$ cat config.mk
export PLATFORM = sky130hd
export DESIGN_NAME = bmdma_channel
export DESIGN_NICKNAME = d
export VERILOG_FILES = /design/src/rtl/bmdma_pkg.sv /design/src/rtl/bmdma_regs.sv /design/src/rtl/bmdma_walker.sv /design/src/rtl/bmdma_channel.sv
export SDC_FILE = /design/constraint.sdc
export NUM_CORES = 1
export LEC_CHECK = 0
export BUFFER_PORTS_ARGS = -buffer_cell sky130_fd_sc_hd__clkbuf_2
export CORE_MARGIN = 4
export CORE_UTILIZATION = 40
export CTS_BUF_LIST = sky130_fd_sc_hd__clkbuf_4 sky130_fd_sc_hd__clkbuf_8
export CTS_CLUSTER_SIZE = 12
export DETAILED_ROUTE_END_ITERATION = 8
export GPL_TIMING_DRIVEN = 0
export PLACE_DENSITY = 0.66
export SYNTH_ARGS = -nofsm -noshare
export SYNTH_HDL_FRONTEND = slang
export SYNTH_SLANG_ARGS = --single-unit
$ cat constraint.sdc
create_clock -name clk -period 2.5 [get_ports clk]
set_input_delay 0.125 -clock clk [delete_from_list [all_inputs] [get_ports clk]]
set_output_delay 0.125 -clock clk [all_outputs]
set_load 0.005 [all_outputs]
$ cat src/rtl/bmdma_pkg.sv
package bmdma_pkg;

  typedef enum logic [1:0] {
    W_IDLE    = 2'd0,
    W_FETCH_A = 2'd1,
    W_FETCH_L = 2'd2,
    W_XFER    = 2'd3
  } walk_state_t;

  // Number of beats of 2**lg bytes needed for a 16-bit count (0 = 65536 bytes).
  function automatic logic [16:0] beats_for_len(input logic [15:0] len, input int unsigned lg);
    logic [17:0] bytes;
    bytes = (len == 16'd0) ? 18'h10000 : {2'b00, len};
    bytes = bytes + ((18'd1 << lg) - 18'd1);
    return 17'(bytes >> lg);
  endfunction

  // Descriptors are two words long.
  function automatic logic [31:0] next_desc(input logic [31:0] p);
    return p + 32'd8;
  endfunction

endpackage

$ cat src/rtl/bmdma_regs.sv
module bmdma_regs (
  input  logic        clk,
  input  logic        rst_n,
  input  logic        wr,
  input  logic [2:0]  addr,
  input  logic [31:0] wdata,
  output logic [31:0] rdata,
  input  logic        busy,
  input  logic        end_ok,
  input  logic        end_err,
  output logic        start_pulse,
  output logic        run_en,
  output logic        dir_to_mem,
  output logic [31:0] table_ptr,
  output logic        irq_flag
);
  logic        cmd_start, cmd_dir, err_f, irq_f;
  logic [1:0]  drv_f;
  logic [29:0] ptr_q;
  logic        wr_cmd, wr_sts, wr_ptr;

  assign wr_cmd = wr && (addr == 3'd0);
  assign wr_sts = wr && (addr == 3'd2);
  assign wr_ptr = wr && (addr == 3'd4);

  assign start_pulse = wr_cmd && wdata[0] && !cmd_start && !busy;
  assign run_en      = cmd_start;
  assign dir_to_mem  = cmd_dir;
  assign table_ptr   = {ptr_q, 2'b00};
  assign irq_flag    = irq_f;

  always_ff @(posedge clk) begin
    if (!rst_n) begin
      cmd_start <= 1'b0;
      cmd_dir   <= 1'b0;
      err_f     <= 1'b0;
      irq_f     <= 1'b0;
      drv_f     <= 2'b00;
      ptr_q     <= '0;
    end else begin
      if (wr_cmd) begin
        cmd_start <= wdata[0];
        if (!busy) cmd_dir <= wdata[3];
      end
      if (end_err)                 err_f <= 1'b1;
      else if (wr_sts && wdata[1]) err_f <= 1'b0;
      if (end_ok || end_err)       irq_f <= 1'b1;
      else if (wr_sts && wdata[2]) irq_f <= 1'b0;
      if (wr_sts) drv_f <= wdata[6:5];
      if (wr_ptr) ptr_q <= wdata[31:2];
    end
  end

  always_comb begin
    rdata = '0;
    case (addr)
      3'd0:    rdata = {24'd0, 4'd0, cmd_dir, 2'b00, cmd_start};
      3'd2:    rdata = {24'd0, 1'b0, drv_f, 2'b00, irq_f, err_f, busy};
      3'd4:    rdata = {ptr_q, 2'b00};
      default: rdata = '0;
    endcase
  end

  p_done_pattern_r8: assert property (@(posedge clk) disable iff (!rst_n)
    (end_ok && !end_err) |=> (irq_f && !err_f && !busy));
  p_err_pattern_r9: assert property (@(posedge clk) disable iff (!rst_n)
    end_err |=> (irq_f && err_f && !busy));
  p_w0_keeps_r4: assert property (@(posedge clk) disable iff (!rst_n)
    (wr_sts && !wdata[2] && !end_ok && !end_err) |=> $stable(irq_f));
  p_abort_quiet_r10: assert property (@(posedge clk) disable iff (!rst_n)
    (!busy && $past(busy) && !$past(end_ok || end_err) && !$past(wr_sts)) |-> ($stable(irq_f) && $stable(err_f)));
  p_dir_frozen_r7: assert property (@(posedge clk) disable iff (!rst_n)
    (busy && $past(busy)) |-> $stable(cmd_dir));
endmodule

$ cat src/rtl/bmdma_walker.sv
module bmdma_walker
  import bmdma_pkg::*;
#(
  parameter int unsigned BEAT_LG = 2
) (
  input  logic        clk,
  input  logic        rst_n,
  input  logic        start,
  input  logic        run_en,
  input  logic [31:0] table_ptr,
  output logic        mem_rd_req,
  output logic [31:0] mem_rd_addr,
  input  logic        mem_rd_ack,
  input  logic [31:0] mem_rd_data,
  input  logic        mem_rd_err,
  output logic        xfer_valid,
  output logic [31:0] xfer_addr,
  input  logic        xfer_ready,
  input  logic        dev_pending,
  output logic        busy,
  output logic        end_ok,
  output logic        end_err
);
  localparam logic [31:0] BEAT_STEP = 32'd1 << BEAT_LG;

  walk_state_t st;
  logic [31:0] dptr, baddr;
  logic [16:0] left;
  logic        last_f;
  logic        ack_ev, beat_hs, final_beat;

  assign busy        = (st != W_IDLE);
  assign mem_rd_req  = (st == W_FETCH_A) || (st == W_FETCH_L);
  assign mem_rd_addr = (st == W_FETCH_L) ? (dptr + 32'd4) : dptr;
  assign xfer_valid  = (st == W_XFER);
  assign xfer_addr   = baddr;

  assign ack_ev     = mem_rd_req && mem_rd_ack;
  assign beat_hs    = xfer_valid && xfer_ready;
  assign final_beat = beat_hs && (left == 17'd1) && last_f;
  assign end_err    = run_en && ((ack_ev && mem_rd_err) || (final_beat && dev_pending));
  assign end_ok     = run_en && final_beat && !dev_pending;

  always_ff @(posedge clk) begin
    if (!rst_n) begin
      st     <= W_IDLE;
      dptr   <= '0;
      baddr  <= '0;
      left   <= '0;
      last_f <= 1'b0;
    end else begin
      case (st)
        W_IDLE: if (start) begin
          st   <= W_FETCH_A;
          dptr <= table_ptr;
        end
        W_FETCH_A: if (mem_rd_ack) begin
          if (!run_en || mem_rd_err) st <= W_IDLE;
          else begin
            baddr <= mem_rd_data;
            st    <= W_FETCH_L;
          end
        end
        W_FETCH_L: if (mem_rd_ack) begin
          if (!run_en || mem_rd_err) st <= W_IDLE;
          else begin
            left   <= beats_for_len(mem_rd_data[15:0], BEAT_LG);
            last_f <= mem_rd_data[31];
            st     <= W_XFER;
          end
        end
        W_XFER: if (xfer_ready) begin
          if (!run_en) st <= W_IDLE;
          else begin
            baddr <= baddr + BEAT_STEP;
            left  <= left - 17'd1;
            if (left == 17'd1) begin
              if (last_f) st <= W_IDLE;
              else begin
                dptr <= next_desc(dptr);
                st   <= W_FETCH_A;
              end
            end
          end
        end
        default: st <= W_IDLE;
      endcase
    end
  end

  p_hold_beat_r11: assert property (@(posedge clk) disable iff (!rst_n)
    (xfer_valid && !xfer_ready) |=> (xfer_valid && $stable(xfer_addr)));
  p_fetch_align_r5: assert property (@(posedge clk) disable iff (!rst_n)
    mem_rd_req |-> (mem_rd_addr[1:0] == 2'b00));
  p_no_underflow_r6: assert property (@(posedge clk) disable iff (!rst_n)
    xfer_valid |-> (left != 17'd0));
  p_stop_silent_r10: assert property (@(posedge clk) disable iff (!rst_n)
    (!run_en && (ack_ev || beat_hs)) |=> !busy);
endmodule

$ cat src/rtl/bmdma_channel.sv
module bmdma_channel #(
  parameter int unsigned BEAT_LG = 2
) (
  input  logic        clk,
  input  logic        rst_n,
  input  logic        reg_wr,
  input  logic [2:0]  reg_addr,
  input  logic [31:0] reg_wdata,
  output logic [31:0] reg_rdata,
  output logic        irq,
  output logic        mem_rd_req,
  output logic [31:0] mem_rd_addr,
  input  logic        mem_rd_ack,
  input  logic [31:0] mem_rd_data,
  input  logic        mem_rd_err,
  output logic        xfer_valid,
  output logic [31:0] xfer_addr,
  input  logic        xfer_ready,
  output logic        xfer_to_mem,
  input  logic        dev_pending
);
  logic        busy, end_ok, end_err, start_pulse, run_en;
  logic [31:0] table_ptr;

  bmdma_regs u_regs (
    .clk(clk), .rst_n(rst_n), .wr(reg_wr), .addr(reg_addr), .wdata(reg_wdata),
    .rdata(reg_rdata), .busy(busy), .end_ok(end_ok), .end_err(end_err),
    .start_pulse(start_pulse), .run_en(run_en), .dir_to_mem(xfer_to_mem),
    .table_ptr(table_ptr), .irq_flag(irq)
  );

  bmdma_walker #(.BEAT_LG(BEAT_LG)) u_walk (
    .clk(clk), .rst_n(rst_n), .start(start_pulse), .run_en(run_en),
    .table_ptr(table_ptr), .mem_rd_req(mem_rd_req), .mem_rd_addr(mem_rd_addr),
    .mem_rd_ack(mem_rd_ack), .mem_rd_data(mem_rd_data), .mem_rd_err(mem_rd_err),
    .xfer_valid(xfer_valid), .xfer_addr(xfer_addr), .xfer_ready(xfer_ready),
    .dev_pending(dev_pending), .busy(busy), .end_ok(end_ok), .end_err(end_err)
  );
endmodule

* Word level (Yosys, flattened, before mapping) *
Cells that the tools add are included.

cells by class
  $add $sub $neg = 5
  equal/unequal tests = 16
  mux-type cells = 33
  bitwise operators = 2
  reduce and logical (&&, ||, !) cells = 39

operators with widths
  cell                                                                    number
  32-bit 2-to-1 mux                                                       10
  32-bit case mux with 2 select lines                                     2
  32-bit case mux with 3 select lines                                     1
  17-bit 2-to-1 mux                                                       5
  32-bit by 3-bit adder with 32-bit output, second input constant         2
  17-bit case mux with 2 select lines                                     1
  32-bit by 4-bit adder with 32-bit output, second input constant         1
  18-bit by 2-bit adder with 18-bit output, second input constant         1
  2-bit != test, second input constant                                    9
  17-bit by 1-bit equality test with 1-bit output, second input constant  1
  1-bit logical AND                                                       17
  17-bit by 1-bit subtractor with 17-bit output, second input constant    1
  16-bit logical NOT                                                      1
  2-bit 2-to-1 mux                                                        8
  5-bit AND reduction                                                     3
  2-bit nonzero test                                                      6
  2-bit case mux with 4 select lines                                      1
  6-bit AND reduction                                                     1
  1-bit 2-to-1 mux                                                        5
  2-bit equality test, second input constant                              2
  1-bit logical OR                                                        4
  3-bit by 2-bit equality test with 1-bit output, second input constant   1
  3-bit equality test, second input constant                              1
  1-bit logical NOT                                                       3
  other kinds (7)                                                         8

word-level totals
  register bits after elaboration = 120

* Logic depth before layout (Yosys ltp) *
  depth in word-level cells = 9
  depth in mapped cells = 9
  mapped depth without buffers = 7

* Hierarchy *
A second synthesis with hierarchy kept.

second synthesis, totals
  cell total of the unflattened synthesis = 1,067
  area total of the unflattened synthesis = 8,000.2 um^2

modules (own cells, without submodules)
  module        instances  cells each  area each (um^2)  sequential area each (um^2)
  bmdma_walker  1          861         6,307.3           1,681.6
  bmdma_regs    1          206         1,692.9           720.7

* Worst setup path after synthesis *
No wires, ideal clock.

  path kind = register to register
  start = register u_walk.st[0]
  end = register u_walk.dptr[12]
  setup time = 115 ps
  arrival = 2,227 ps
  data required time = 2,385 ps
  slack = 158 ps
  cell stages (with the launch flop) = 9
  clock period less this slack = 2,342 ps
  cell sequence = dfxtp_1 -> ha_1 -> buf_2 -> nand2_1 -> or4b_2 -> o31a_1 -> buf_6 -> o21a_1 -> o21a_1

between the ends
  elaborated cells between the ends (all ways) = 13
  those cells by class = eq/ne (6); mux (1); reduce/logical (6)

RTL lines
  element                                                        RTL line             source
  start, declared                                                bmdma_walker.sv:26   walk_state_t st;
  start signal, assigned                                         bmdma_walker.sv:46   st <= W_IDLE;
  start signal, assigned                                         bmdma_walker.sv:54   st <= W_FETCH_A;
  start signal, assigned                                         bmdma_walker.sv:58   if (!run_en || mem_rd_err) st <= W_IDLE;
  2-bit equality test *                                          -
  via xfer_valid                                                 bmdma_channel.sv:16  output logic xfer_valid,
  2-bit != test (no line) or 2-bit nonzero test (tied branches)  -
  6-bit AND reduction (no line)                                  -
  end signal, assigned                                           bmdma_walker.sv:55   dptr <= table_ptr;
  end signal, assigned                                           bmdma_walker.sv:80   dptr <= next_desc(dptr);
  end, declared                                                  bmdma_walker.sv:27   logic [31:0] dptr, baddr;

Mark *: on every way through the listed nets, which the timed path passes. The rest lies on a longest branch.
A chain may end at the register's enable or synchronous reset.

* Final worst setup path *
  start = register u_walk.dptr[8]
  end = output mem_rd_addr[31]

between the ends
  cells in the longest elaborated chain, start to end = 2

RTL lines
  element                                   RTL line             source
  32-bit by 3-bit adder with 32-bit output  bmdma_walker.sv:34   assign mem_rd_addr = (st == W_FETCH_L) ? (dptr + 32'd4) : dptr;
  32-bit 2-to-1 mux                         bmdma_walker.sv:34
  end, declared                             bmdma_channel.sv:12  output logic [31:0] mem_rd_addr,

No other way between the ends.

==> flow_summary.json <==
{
  "status": "completed",
  "die_h_um": 145,
  "relSlewSlack_pct": 42.0,
  "root_buffer": "clkbuf_8",
  "io_buffers": 169,
  "critPathArrivalTime_ps": 2370,
  "fin_util_pct": 53.6,
  "period_needed_ps": 2490,
  "dp_slack_ps": -615,
  "dp_hpwl_mm": 21.9,
  "initial_core_util_pct": 40.6,
  "grt_pass1_vias": 8521,
  "cap_viol_max_count": 0,
  "slew_viol_final": 0,
  "routedWlPerCell_um": 20.2,
  "hold_class": "in2reg",
  "r2r_slack_ps": 50,
  "finalCritPeriodShare_pct": 99.7,
  "clkSlewWorstSetupHoldPaths_ps": 80,
  "whs_endpoint": "u_walk.xfer_addr[17]",
  "r2r_start": "u_walk.st[0]",
  "die_w_um": 145,
  "drive_above_1_share_pct": 24.2,
  "design_area_um2": 10000,
  "clock.fmax_ghz": 0.401,
  "htree_levels": 4,
  "critPathMaxFanout": 10,
  "dieArea_um2": 21200,
  "multiInputGateArea_um2": 5030,
  "clk_latency_ps": 470,
  "ff2ff_path_depth": 7,
  "grt_start_max_net_pins": 17,
  "fillers": 1849,
  "reg2reg_to": "u_walk.xfer_addr[21]",
  "postSynthAreaPerCell_um2": 7.26,
  "placed_cell_area_um2": 8700,
  "ios": 174,
  "synthToLayoutAreaGrowth_pct": 32.2,
  "seqCellArea_um2": 2380,
  "drt_iter0_drc": 1014,
  "syn_inst": 1041,
  "firstDrtPassIters": 5,
  "setup_violations": 0,
  "worst_slack_ps": 7.37,
  "coreArea_um2": 18600,
  "numCtsBuffers": 17,
  "cp.required_ps": 2380,
  "synth_edf_count": 0,
  "rows": 50,
  "max-vdd-ir-drop_uv": 400,
  "rsz0062_at_grt": "yes",
  "hold-worst-slack_ps": 27.1,
  "worst_slew_pin_slew_ps": 869,
  "synth_cell_types": 65,
  "antenna_found_initial": 0,
  "cts_tree": "done",
  "hold_viol_final": 0,
  "start_kind": "flop",
  "setup_tns_ps": 0,
  "routed_wl_mm": 31.0,
  "async_reset_ff_share_pct": 0,
  "ys_seq_area_share_pct": 31.2,
  "power_leakage_nw": 3.95,
  "layout_common_cells": "185 x clkbuf_2, 159 x nand2_1, 108 x dfxtp_1",
  "layout_commonest_cell": "clkbuf_2",
  "clock_sinks": 118,
  "overflow": 0,
  "hp-start": "mem_rd_data[17]",
  "worstSetupPathType": "reg2out",
  "viasPerCell": 6.03,
  "gp_congestion": 0.957,
  "ys_warn_count": 0,
  "routed-via-count": 9259,
  "final_nets": 1372,
  "synthFlopType": "dfxtp_1",
  "drcViolationCount": 0,
  "holdPathStages": 3,
  "cts_buffer_depth": 2,
  "drt.antenna.violating_nets": 0,
  "fin_skew_ps": 10.1,
  "cellPowerDensity_nw_per_um2": 423,
  "critPathCaptureType": "output port",
  "track_usage_pct": 27.6,
  "ys_ff_latch": 118,
  "syn_area_um2": 7560,
  "grt_pass1_wl_mm": 46.8
}
where the power goes:
group          leakage (nW)  internal, mW  switching, mW  total (mW)
Combinational          2.80         0.173          0.231       0.404
Sequential            0.958          1.90         0.0257        1.93
Clock                 0.194         0.987          0.914        1.90
Total                  3.95          3.06           1.17        4.23
Yosys cell counts, drive strengths merged, types with 7 or more instances:
master / instances / area share, %
dfxtp: 118 / 31
a21o: 9 / 0.89
buf: 13 / 1.1
nand2b: 9 / 0.74
xor2: 18 / 2.1
nand3: 39 / 2.6
mux2i: 10 / 1.3
clkbuf: 64 / 3.2
nand4: 29 / 2.4
or3: 10 / 0.83
o211ai: 7 / 0.69
and3: 15 / 1.2
a22oi: 11 / 1.1
nor4: 21 / 1.8
ha: 10 / 1.7
o32ai: 7 / 0.81
o22ai: 15 / 1.2
a21oi: 101 / 6.7
nor2: 81 / 4.0
o31ai: 8 / 0.98
inv: 19 / 0.94
nor3: 39 / 2.6
xnor2: 25 / 2.9
and2: 34 / 2.8
nor2b: 10 / 0.83
o31a: 7 / 0.81
nand2: 162 / 8.0
o21ai: 40 / 2.6
a31oi: 17 / 1.4
a221oi: 7 / 0.81
cells by family after synthesis:
kind of cell    count (synthesis)  synth area share [%]
compound gates                275                  23.4
xor+xnor                       43                  4.98
fa+ha+maj                      10                  1.65
buf+inv                        96                  5.18
flops                         118                  31.2
mux                            13                  1.77
other cells                     1                0.0496
simple gates                  485                  31.7
worst max-delay path, stage by stage (launching register included):
cell and delay [ps]:
dfxtp_1 300, buf_2 200, nand3_4 140, nor4_4 350, buf_6 190, nand4_1 200, nor2_1 170, xor2_1 210
clkbuf_2 150
what timing repair did:
action | in CTS | in global routing
gates resized for setup | 53 | 54
buffers inserted | 7 | 16
hold endpoints to repair | 43 | 1
hold buffers | 39 | 1
setup endpoints to repair | 103 | 67
pin swaps | 9 | 11
metrics by stage:
step / power [mW] / std cells
2_1_floorplan: 2.13 / 1042
3_3_place_gp: 2.30 / 1445
3_5_place_dp: 2.30 / 1445
4_1_cts: 4.24 / 1521
5_1_grt: 4.37 / 1535
6_report: 4.23 / 1536
sequential cells by signal, indices dropped and copies added (netlist names):
| signal | count |
|---|---|
| u_walk.xfer_addr | 32 |
| u_regs.ptr_q | 30 |
| u_walk.dptr | 30 |
| u_walk.left | 17 |
| u_regs.drv_f | 2 |
| u_walk.st | 2 |
| u_regs.dir_to_mem | 1 |
| u_regs.err_f | 1 |
| u_regs.irq_flag | 1 |
| u_regs.run_en | 1 |
| u_walk.last_f | 1 |
worst max-delay path by stage:
stage / from / endpoint / slack [ps]
final: u_walk.dptr[8] / mem_rd_addr[31] / 7
after global routing: u_walk.dptr[22] / mem_rd_addr[31] / -140
after CTS: u_walk.dptr[3] / mem_rd_addr[31] / -110
after detailed placement: u_walk.st[0] / u_walk.xfer_addr[31] / -620
after global placement: u_walk.st[1] / u_walk.xfer_addr[4] / -650
after floorplan: u_walk.st[0] / u_walk.dptr[12] / 160
routing by layer:
metal | GRT usage (%) | part of all wire (%) | vias to the layer above
met1 | 36.0 | 40 | 4261
met5 | 0 | 0 | -
met3 | 5.98 | 11 | 94
li1 | - | - | 4291
met4 | 11.6 | 3.6 | 0
met2 | 44.4 | 46 | 613
cell type report:
| cell class | instances | area share, % |
|---|---|---|
| clock inverter | 15 | 1.81 |
| antenna | 1 | 0.0250 |
| clock buffer | 17 | 2.34 |
| multi-input combinational | 828 | 50.3 |
| tap | 234 | 2.93 |
| sequential | 118 | 23.8 |
| inverter | 19 | 0.738 |
| buffer | 72 | 3.65 |
| timing repair buffer | 232 | 14.4 |
No activity file was read; power rests on OpenSTA's default activity.
